===== src/rtl/hdlc_tx_framer.sv =====
`timescale 1ns/1ps
module hdlc_tx_framer #(
  parameter int OCT_W = 8,
  parameter logic [OCT_W-1:0] FLAG_OCT = 8'h7E,
  parameter int RUN_MAX = 5,
  parameter logic [15:0] POLY16_REFL = 16'h8408,
  parameter logic [31:0] POLY32_REFL = 32'hEDB88320
) (
  input  logic             clk,
  input  logic             rst_n,
  input  logic             bit_en,
  input  logic             crc32_sel,
  input  logic             in_valid,
  input  logic [OCT_W-1:0] in_data,
  input  logic             in_last,
  output logic             in_ready,
  output logic             tx_bit
);
  localparam int IDX_W = $clog2(OCT_W);
  localparam int CNT_W = 6;
  localparam int RUN_W = $clog2(RUN_MAX + 1);

  typedef enum logic [1:0] {ST_FLAG, ST_BODY, ST_FCS} st_t;

  st_t              st;
  logic [CNT_W-1:0] cnt;
  logic [OCT_W-1:0] sh;
  logic             last_r, wide_r;
  logic [31:0]      crc, crc_step;
  logic [RUN_W-1:0] ones, ones_nx;
  logic [IDX_W-1:0] idx;
  logic             stuff, oct_end, fcs_end, need, cur, out_bit, fb;

  assign idx      = cnt[IDX_W-1:0];
  assign stuff    = (ones == RUN_W'(RUN_MAX));
  assign oct_end  = (cnt == CNT_W'(OCT_W - 1));
  assign fcs_end  = (cnt == (wide_r ? CNT_W'(31) : CNT_W'(15)));
  assign need     = !stuff && oct_end && (st == ST_FLAG || (st == ST_BODY && !last_r));
  assign in_ready = bit_en && need;

  always_comb begin
    case (st)
      ST_FLAG: cur = FLAG_OCT[idx];
      ST_BODY: cur = sh[idx];
      default: cur = ~crc[0];
    endcase
  end

  assign out_bit  = stuff ? 1'b0 : cur;
  assign ones_nx  = cur ? ones + RUN_W'(1) : '0;
  assign fb       = crc[0] ^ cur;
  assign crc_step = wide_r ? ((crc >> 1) ^ (fb ? POLY32_REFL : 32'h0))
                           : {16'h0, (crc[15:0] >> 1) ^ (fb ? POLY16_REFL : 16'h0)};

  always_ff @(posedge clk) begin
    if (!rst_n) begin
      st     <= ST_FLAG;
      cnt    <= '0;
      sh     <= '0;
      last_r <= 1'b0;
      wide_r <= 1'b0;
      crc    <= '1;
      ones   <= '0;
      tx_bit <= 1'b1;
    end else if (bit_en) begin
      tx_bit <= out_bit;
      if (stuff) begin
        ones <= '0;
      end else begin
        case (st)
          ST_FLAG: begin
            if (oct_end) begin
              cnt <= '0;
              if (in_valid) begin
                sh     <= in_data;
                last_r <= in_last;
                wide_r <= crc32_sel;
                crc    <= '1;
                ones   <= '0;
                st     <= ST_BODY;
              end
            end else begin
              cnt <= cnt + CNT_W'(1);
            end
          end
          ST_BODY: begin
            crc  <= crc_step;
            ones <= ones_nx;
            if (oct_end) begin
              cnt <= '0;
              if (!last_r && in_valid) begin
                sh     <= in_data;
                last_r <= in_last;
              end else begin
                st <= ST_FCS;
              end
            end else begin
              cnt <= cnt + CNT_W'(1);
            end
          end
          default: begin
            crc  <= {1'b0, crc[31:1]};
            ones <= ones_nx;
            if (fcs_end) begin
              cnt <= '0;
              st  <= ST_FLAG;
            end else begin
              cnt <= cnt + CNT_W'(1);
            end
          end
        endcase
      end
    end
  end
endmodule


===== config.mk =====
export PLATFORM = sky130hd
export DESIGN_NAME = hdlc_tx_framer
export DESIGN_NICKNAME = d
export VERILOG_FILES = /design/src/rtl/hdlc_tx_framer.sv
export SDC_FILE = /design/constraint.sdc
export NUM_CORES = 1
export LEC_CHECK = 0
export BUFFER_PORTS_ARGS = -buffer_cell sky130_fd_sc_hd__buf_4
export CORE_MARGIN = 2
export CORE_UTILIZATION = 60
export DETAILED_ROUTE_END_ITERATION = 6
export GPL_ROUTABILITY_DRIVEN = 0
export PLACE_DENSITY = 0.79
export SYNTH_ARGS = -nofsm -noshare
export SYNTH_HDL_FRONTEND = slang
export SYNTH_SLANG_ARGS = --single-unit
export TNS_END_PERCENT = 20

===== constraint.sdc =====
create_clock -name clk -period 3.3 [get_ports clk]
set_clock_uncertainty 0.15 [all_clocks]
set_input_delay 0.495 -clock clk [delete_from_list [all_inputs] [get_ports clk]]
set_output_delay 0.495 -clock clk [all_outputs]
set_load 0.01 [all_outputs]

==> results.toml <==
[routing]
first_pass_iters = 4
ant_nets = 0
totalWireLength_mm = 5.37
vias = 2212
drc = 0
drtIter0Drc = 176
wl_per_cell_um = 14.5
vias_per_cell = 5.96

[sta]
worst_slew_pin_slew_ns = 0.734
max_slew_margin = 0.510
fin_tns_setup_ns = 0
setup_viol = 0
post-route-min-period_ns = 2.57
hold_viol_final = 0
rsz0062_at_grt = "false"
max_freq_mhz = 389
timing.hold.ws_ns = 0.285
min_period_over_period = 0.779
slew_violations = 0

[die]
core_sq_mm = 0.00435
die_width_um = 71.4
rows = 24
io_pins = 16
die_y_um = 71.4
die-area_sq_mm = 0.00509
initial_core_util = 0.625

[synth]
synth_top_family_by_area = "compound AO/OA/AOI/OAI gates"
synth_edf_count = 0
synth_cell_types = 54
synth_seq_area_share = 0.404
synth_ff_type = "dfxtp_1"
yosys.area_share.simple = 0.209
ys_warn_count = 0
syn_nets = 331
syn-cell-area_sq_mm = 0.00272
synthMuxAreaShare = 0.0712
synth_xor_area_frac = 0.0515
synth_fa_ha_area_frac = 0.0138
netlist_instances = 314
syn_avg_cell_area_sq_um = 8.67
async_flop_share = 0
synth-compound-area-share = 0.211
synth-seq-cells = 55

[global_routing]
grt_overflow = 0
grt_pass1_wl_mm = 9.49
grt_antenna_before_repair = 0
grt_max_degree = 51
grt_pass1_vias = 2097
track_usage = 0.229

[clock_tree]
clockRootBuffer = "clkbuf_8"
cts_resized = 0
htree_num_levels = 2
cts_tree = "yes"
cts_setup_buffers = 0
cts_hold_buf = 0
clockBufferDepth = 2
clk_pin_slew_ns = 0.10
clock_sinks = 55
clk_latency_ns = 0.31
numCtsBuffers = 5

[critical_path]
crit_family = "flip-flops"
critPathArrivalTime_ns = 1.92
cp.required_ns = 2.65
crit_path_max_fanout = 8
crit_slowest_cell = "dfxtp_1"
end_kind = "primary output"
path_buf_inv = 1
start_kind = "register"
cp_slowest_stage_delay_ns = 0.47
path_cells = "ha_1, and3b_1, nand2_1, a2111oi_0, buf_4"
worst-setup-path-type = "reg2out"

[final_layout]
fin_util = 0.674
drive_above_1_share = 0.119
nets = 335
synthToLayoutAreaGrowth_pct = 7.81
final_common_cell = "dfxtp_1"
final_cell_mix = "dfxtp_1 (55), nand2_1 (40), nor2_1 (24), o21ai_0 (24), nor2b_1 (18)"
instances_no_fill = 371
antenna_cells = 0
fill_cells = 362

[power_and_ir_drop]
cellLeakagePower_nw = 1.12
p_per_area_mw_per_mm2 = 387
max-vdd-ir-drop_mv = 0.312

[placed_design]
dp_cells = 363
dp_hpwl_mm = 3.68
port_buffers = 15

[flow_run]
drv_cap = 0

[status]
status = "complete, no violations"

[worst_hold_path]
worst_hold_path_type = "in2reg"
synth_stat cells (3+ instances only):
master     instances  area share
a31oi_1            4      0.0092
o22a_1             7       0.023
inv_1              5      0.0069
xnor2_1            3      0.0097
nand4_1            3      0.0069
ha_1               3       0.014
nand3_1            7       0.013
nand3b_1           3      0.0083
xor2_1            13       0.042
nand2b_1           3      0.0069
mux2i_1           10       0.037
o21ai_0           24       0.044
clkbuf_1          17       0.023
mux2_2             3       0.012
o22ai_1           11       0.025
nand2_1           40       0.055
nor2b_1           18       0.041
a21oi_1           11       0.020
nor2_1            24       0.033
a21boi_0           4       0.011
o2111ai_1          5       0.016
dfxtp_1           55        0.40
nor3_1             7       0.013
flip-flops by register name, summed over array words and instances (netlist names), named ones only:
register and cells:
tx_bit 1, ones 3, crc 32, last_r 1, sh 8, cnt 6, wide_r 1, st 2
layer usage:
| metal | wire length, um | global-route usage | vias to the layer above |
|---|---|---|---|
| li1 | - | - | 1128 |
| met4 | 64 | 0.0650 | 0 |
| met5 | 0 | 0 | - |
| met3 | 155 | 0.0422 | 5 |
| met1 | 2620 | 0.306 | 1040 |
| met2 | 2530 | 0.382 | 39 |
worst min-delay path, cell delays in order:
cell and delay, ns:
buf_4 0.07, mux2i_1 0.05, nor2b_1 0.09
through the flow:
| stage | area, sq um | total power [W] | setup slack (ns) |
|---|---|---|---|
| after floorplan | 2720 | 0.000729 | 0.979 |
| after global placement | 2830 | 0.000750 | 0.833 |
| after detailed placement | 2830 | 0.000751 | 0.781 |
| after CTS | 2940 | 0.00115 | 0.722 |
| after global routing | 2940 | 0.00118 | 0.601 |
| final | 2940 | 0.00114 | 0.730 |
power breakdown:
group | leakage, nW | switching (W) | internal, W
clock | 0.0505 | 0.000210 | 0.000191
combinational | 0.623 | 0.0000328 | 0.0000297
sequential | 0.445 | 0.00000611 | 0.000667
cell families (layout without fill, tap and decap cells):
group | after synthesis | in the layout
fa+ha+maj | 3 | 3
flops | 55 | 55
xor+xnor | 16 | 16
buf+inv | 26 | 31
simple gates | 115 | 115
mux | 16 | 16
compound gates | 83 | 83
final cells by class:
type                    count  area (sq um)  area share
inverters                   6          22.5     0.00767
flip-flops and latches     55          1100       0.375
repair buffers             17           128      0.0435
well taps                  52          65.1      0.0222
multi-input cells         233          1520       0.516
clock inverters             1          7.51     0.00256
clock buffers               7          96.3      0.0328
path summary, 6_finish.rpt:
| path | startpoint | to | slack [ns] | depth (start not counted) |
|---|---|---|---|---|
| max | cnt[0] | in_ready | 0.73 | 5 |
| min | in_data[2] | sh[2] | 0.29 | 3 |
| min reg2reg | crc[1] | crc[1] | 0.33 | 2 |
| max reg2reg | cnt[2] | crc[30] | 0.74 | 6 |
(Power assumes the default switching activity.)
